File: src/rtl/cdet_pkg.sv
package cdet_pkg;
  localparam int DW    = 8;
  localparam int AW    = 2;
  localparam int NPINS = 2;

  localparam logic [AW-1:0] ADDR_STAT = 2'd0;
  localparam logic [AW-1:0] ADDR_CTRL = 2'd1;

  localparam int STAT_FLAG_BIT = 7;
  localparam int STAT_ACK_BIT  = 6;
  localparam int STAT_IE_BIT   = 0;
  localparam int CTRL_EN_BIT   = 0;
  localparam int CTRL_SEL_BIT  = 1;

  // True when pin 'idx' must show the flag instead of port data.
  function automatic logic pin_takes_flag(logic en, logic sel, logic osc, int idx);
    return en && !osc && (int'(sel) == idx);
  endfunction

  // Next flag value: a set sample dominates a clear write.
  function automatic logic flag_next(logic cur, logic set_ev, logic clr_ev);
    if (set_ev) return 1'b1;
    if (clr_ev) return 1'b0;
    return cur;
  endfunction
endpackage

File: src/rtl/cdet_sync.sv
module cdet_sync #(
  parameter int STAGES = 2
) (
  input  logic clk,
  input  logic rst_n,
  input  logic async_i,
  output logic sync_o
);
  logic [STAGES-1:0] chain_q;

  always_ff @(posedge clk or negedge rst_n) begin
    if (!rst_n) chain_q <= '0;
    else        chain_q <= {chain_q[STAGES-2:0], async_i};
  end

  assign sync_o = chain_q[STAGES-1];
endmodule

File: src/rtl/cdet_regs.sv
module cdet_regs
  import cdet_pkg::*;
(
  input  logic          clk,
  input  logic          rst_n,
  input  logic          sample_i,
  input  logic          stop_i,
  input  logic          bus_wr_i,
  input  logic [AW-1:0] bus_addr_i,
  input  logic [DW-1:0] bus_wdata_i,
  output logic [DW-1:0] bus_rdata_o,
  output logic          flag_o,
  output logic          ie_o,
  output logic          en_o,
  output logic          sel_o,
  output logic          set_evt_o,
  output logic          clr_evt_o
);
  logic flag_q, ie_q, en_q, sel_q;
  logic wr_stat, wr_ctrl;
  logic unused_wbits;

  assign wr_stat   = bus_wr_i && (bus_addr_i == ADDR_STAT);
  assign wr_ctrl   = bus_wr_i && (bus_addr_i == ADDR_CTRL);
  assign set_evt_o = sample_i && !stop_i;
  assign clr_evt_o = wr_stat && bus_wdata_i[STAT_ACK_BIT];
  assign unused_wbits = ^bus_wdata_i;

  always_ff @(posedge clk or negedge rst_n) begin
    if (!rst_n) begin
      flag_q <= 1'b0;
      ie_q   <= 1'b0;
      en_q   <= 1'b0;
      sel_q  <= 1'b0;
    end else begin
      flag_q <= flag_next(flag_q, set_evt_o, clr_evt_o);
      if (wr_stat) ie_q <= bus_wdata_i[STAT_IE_BIT];
      if (wr_ctrl) begin
        en_q  <= bus_wdata_i[CTRL_EN_BIT];
        sel_q <= bus_wdata_i[CTRL_SEL_BIT];
      end
    end
  end

  always_comb begin
    bus_rdata_o = '0;
    unique case (bus_addr_i)
      ADDR_STAT: begin
        bus_rdata_o[STAT_FLAG_BIT] = flag_q;
        bus_rdata_o[STAT_IE_BIT]   = ie_q;
      end
      ADDR_CTRL: begin
        bus_rdata_o[CTRL_EN_BIT]  = en_q;
        bus_rdata_o[CTRL_SEL_BIT] = sel_q;
      end
      default: bus_rdata_o = '0;
    endcase
  end

  assign flag_o = flag_q;
  assign ie_o   = ie_q;
  assign en_o   = en_q;
  assign sel_o  = sel_q;

  p_set_wins_r4: assert property (@(posedge clk) disable iff (!rst_n)
    (set_evt_o && clr_evt_o) |=> flag_q);
  p_clear_r3: assert property (@(posedge clk) disable iff (!rst_n)
    (clr_evt_o && !set_evt_o) |=> !flag_q);
  p_sticky_r3: assert property (@(posedge clk) disable iff (!rst_n)
    (flag_q && !clr_evt_o) |=> flag_q);
  p_stop_blocks_r8: assert property (@(posedge clk) disable iff (!rst_n)
    (stop_i && !flag_q) |=> !flag_q);
endmodule

File: src/rtl/cdet_pinmux.sv
module cdet_pinmux
  import cdet_pkg::*;
(
  input  logic             clk,
  input  logic             rst_n,
  input  logic             flag_i,
  input  logic             en_i,
  input  logic             sel_i,
  input  logic             osc_i,
  input  logic [NPINS-1:0] port_dout_i,
  output logic [NPINS-1:0] pin_o
);
  for (genvar g = 0; g < NPINS; g++) begin : g_pin
    assign pin_o[g] = pin_takes_flag(en_i, sel_i, osc_i, g) ? flag_i : port_dout_i[g];
  end

  p_osc_keeps_port_r7: assert property (@(posedge clk) disable iff (!rst_n)
    osc_i |-> (pin_o == port_dout_i));
  p_disabled_port_r6: assert property (@(posedge clk) disable iff (!rst_n)
    !en_i |-> (pin_o == port_dout_i));
endmodule

File: src/rtl/cdet_flag_ctrl.sv
module cdet_flag_ctrl
  import cdet_pkg::*;
#(
  parameter int SYNC_STAGES = 2
) (
  input  logic             clk,
  input  logic             rst_n,
  input  logic             cmp_trip_i,
  input  logic             osc_pins_i,
  input  logic             wait_i,
  input  logic             stop_i,
  input  logic             bus_wr_i,
  input  logic [AW-1:0]    bus_addr_i,
  input  logic [DW-1:0]    bus_wdata_i,
  output logic [DW-1:0]    bus_rdata_o,
  input  logic [NPINS-1:0] port_dout_i,
  output logic [NPINS-1:0] pin_o,
  output logic             irq_o,
  output logic             wake_o
);
  logic trip_sync;
  logic flag, ie, en, sel;
  logic set_evt, clr_evt;

  cdet_sync #(.STAGES(SYNC_STAGES)) u_sync (
    .clk     (clk),
    .rst_n   (rst_n),
    .async_i (cmp_trip_i),
    .sync_o  (trip_sync)
  );

  cdet_regs u_regs (
    .clk         (clk),
    .rst_n       (rst_n),
    .sample_i    (trip_sync),
    .stop_i      (stop_i),
    .bus_wr_i    (bus_wr_i),
    .bus_addr_i  (bus_addr_i),
    .bus_wdata_i (bus_wdata_i),
    .bus_rdata_o (bus_rdata_o),
    .flag_o      (flag),
    .ie_o        (ie),
    .en_o        (en),
    .sel_o       (sel),
    .set_evt_o   (set_evt),
    .clr_evt_o   (clr_evt)
  );

  cdet_pinmux u_pinmux (
    .clk         (clk),
    .rst_n       (rst_n),
    .flag_i      (flag),
    .en_i        (en),
    .sel_i       (sel),
    .osc_i       (osc_pins_i),
    .port_dout_i (port_dout_i),
    .pin_o       (pin_o)
  );

  assign irq_o  = flag && ie;
  assign wake_o = irq_o && (stop_i || wait_i);

  p_irq_needs_both_r2: assert property (@(posedge clk) disable iff (!rst_n)
    irq_o |-> (bus_addr_i != ADDR_STAT || (bus_rdata_o[STAT_FLAG_BIT] && bus_rdata_o[STAT_IE_BIT])));
  p_wake_needs_mode_r9: assert property (@(posedge clk) disable iff (!rst_n)
    wake_o |-> (irq_o && (stop_i || wait_i)));
  p_sync_to_flag_r1: assert property (@(posedge clk) disable iff (!rst_n)
    (trip_sync && !stop_i) |=> flag);
  p_ack_reads_zero_r3: assert property (@(posedge clk) disable iff (!rst_n)
    !bus_rdata_o[STAT_ACK_BIT]);
endmodule

File: config.mk
export PLATFORM = sky130hd
export DESIGN_NAME = cdet_flag_ctrl
export DESIGN_NICKNAME = d
export VERILOG_FILES = /design/src/rtl/cdet_pkg.sv /design/src/rtl/cdet_sync.sv /design/src/rtl/cdet_regs.sv /design/src/rtl/cdet_pinmux.sv /design/src/rtl/cdet_flag_ctrl.sv
export SDC_FILE = /design/constraint.sdc
export NUM_CORES = 1
export LEC_CHECK = 0
export ABC_AREA = 1
export BUFFER_PORTS_ARGS = -buffer_cell sky130_fd_sc_hd__buf_2
export CAP_MARGIN = 40
export CORE_UTILIZATION = 25
export CTS_CLUSTER_DIAMETER = 60
export DETAILED_ROUTE_END_ITERATION = 7
export GPL_TIMING_DRIVEN = 0
export PLACE_DENSITY = 0.57
export RECOVER_POWER = 25
export SETUP_SLACK_MARGIN = 0.3
export SYNTH_ARGS = -nofsm -noshare
export SYNTH_HDL_FRONTEND = slang
export SYNTH_HIERARCHICAL = 1
export SYNTH_SLANG_ARGS = --single-unit
export TNS_END_PERCENT = 1
File: constraint.sdc
create_clock -name clk -period 1.5 [get_ports clk]
set_input_delay 0.3 -clock clk [delete_from_list [all_inputs] [get_ports clk]]
set_output_delay 0.3 -clock clk [all_outputs]
set_load 0.03 [all_outputs]
==> run summary <==
status: finished clean
Hold Path Class: input port to flip-flop
period utilization: 89.36%
fillcell total: 143
CP Launch Type: flip-flop
CP required: 1.20 ns
RSZ-0062 raised after global routing: true
gpl congestion: 0.6940
clock network latency to the later pin of the worst-skew pair: 0.24 ns
power per cell area: 947.2 mW/mm^2
Cells after Synth: 49
Avg Cell Area, Syn: 7.354 um^2
n_diodes: 0
CP Capture Type: output pin
# H-tree levels: 1
CP arrival: 1.04 ns
commonest non-fill, non-tap cell in the layout: buf_2
Max-Cap Viols: 0
post-route cell area: 548.0 um^2
share of cells above drive strength 1: 44.16%
Post-DRT Antenna Nets: 0
GRT Resource Usage Total: 10.16%
Initial DRC Count: 8
LEAKAGE: 0.0003250 uW
Ports: 31
Tmin final: 1.340 ns
drt first pass iters: 4
CTS tree: done
Syn. warnings: 6
Die X: 39.97 um
r2r worst-path depth: 2
Final nets: 98
number of cell rows: 13
Worst path max stage delay: 0.41 ns
port bufs: 20
skew final: 0.005805 ns
Final Hold Violating Endpoints: 0
DR DRC count: 0
clk slew on worst S/H paths: 0.05 ns
pin count of the biggest net entering global routing: 7
reg2reg setup slack: 0.82 ns
clk sinks: 6
initial antenna violation count: 0
Hold Crit Start: cmp_trip_i
vias in the first global route: 285
Post-CTS Setup Bufs: 0
launch point of the worst reg-to-reg path: u_regs/en_o
Die Y: 39.97 um
setup_tns: 0 ns
Fmax achieved: 0.7461 GHz
crit-path cells: and3_2 -> buf_4
DR vias: 387
most frequent cells in the layout: buf_2, nand2_1, inv_1, buf_4
gr ovfl total: 0
root buffer cell: clkbuf_4
DP Area: 499.2 um^2
DR WL/cell: 8.152 um
final setup margin: 0.1596 ns
Post-Route WL: 750 um
Longest Clk Path Bufs: 2
slowest stage cell on the critical path: dfrtp_1
reg-to-reg endpoint: u_regs/en_o
CTS buffer count: 3
Max rail drop VDD: 0.4597 mV
detailed-placement wirelength estimate: 598.8 um
Max Slew Vio Count: 0
initial core utilization: 27.35%
Hold Path Depth: 1
Setup violations, final: 0
vias per cell: 4.207
Core Region: 0.001318 mm^2
Post-Syn Area: 360.3 um^2
P&R area growth vs syn: 52.08%
Setup CP Type: flip-flop to output pin
DP Worst Slack: 0.3229 ns
global-route wire length before repair: 1028 um
Worst Hold Endpoint: u_sync/chain_q[0]
die area: 0.001597 mm^2
crit path max fanout: 5
## critical path: cells and delay by family, from the launching register on
| kind | cells | cell delay [ns] |
|---|---|---|
| buffers and inverters | 1 | 0.16 |
| AND/OR/NAND/NOR | 1 | 0.23 |
| flip-flops | 1 | 0.41 |
## where the power goes
part,switching [uW],internal [uW]
registers,21.2,182
logic,106,65.6
clock network,54.2,90.2
total,182,337
## per-layer routing
metal	GRT usage, %	up-vias	share of wire [%]
met2	16.53	19	48
met5	0	-	0
met4	7.759	0	0
met1	10.76	169	44
met3	3.333	0	8.1
li1	-	199	-
## per-stage QoR
step	utilization [%]	power [uW]	instances	hold slack (ns)
floorplan	-	311.5	53	0.004409
global placement	37.89	362.8	88	0.1327
detailed placement	37.89	363.9	88	0.1304
CTS	41.03	523.0	92	0.1518
global route	41.60	550.7	92	0.1588
finish	41.60	519.1	92	0.1605
## registers in the layout (all words and copies together), names as in the netlist
signal and flops:
u_regs/sel_o 1, u_regs/ie_o 1, u_regs/flag_o 1, u_sync/chain_q 2
u_regs/en_o 1
## area by class of cell
| class | count | area [um^2] | share of cell area, % |
|---|---|---|---|
| Multi-Input combinational cell | 34 | 167.7 | 30.59 |
| Sequential cell | 6 | 151.4 | 27.63 |
| Timing Repair Buffer | 21 | 120.1 | 21.92 |
| Buffer | 5 | 37.54 | 6.849 |
| Inverter | 8 | 30.03 | 5.479 |
| Clock buffer | 3 | 22.52 | 4.110 |
| Tap cell | 15 | 18.77 | 3.425 |
## timing repair
item	in CTS	in global routing
endpoints found under the hold margin	6	0
gates resized for setup	3	5
hold buffers	1	0
setup endpoints to repair	7	7
pin swaps	0	1
## worst max path at each step
stage                       start              to  slack (ns)  cells past startpoint
finish               u_regs/sel_o  bus_rdata_o[1]        0.16                      2
detailed placement  bus_addr_i[1]  bus_rdata_o[1]        0.32                      4
global placement    bus_addr_i[1]  bus_rdata_o[1]        0.34                      4
CTS                  u_regs/sel_o        pin_o[0]        0.14                      5
floorplan           u_regs/flag_o          wake_o        0.34                      2
global route         u_regs/sel_o        pin_o[0]        0.10                      5
Power figures use the tool's default switching activity.
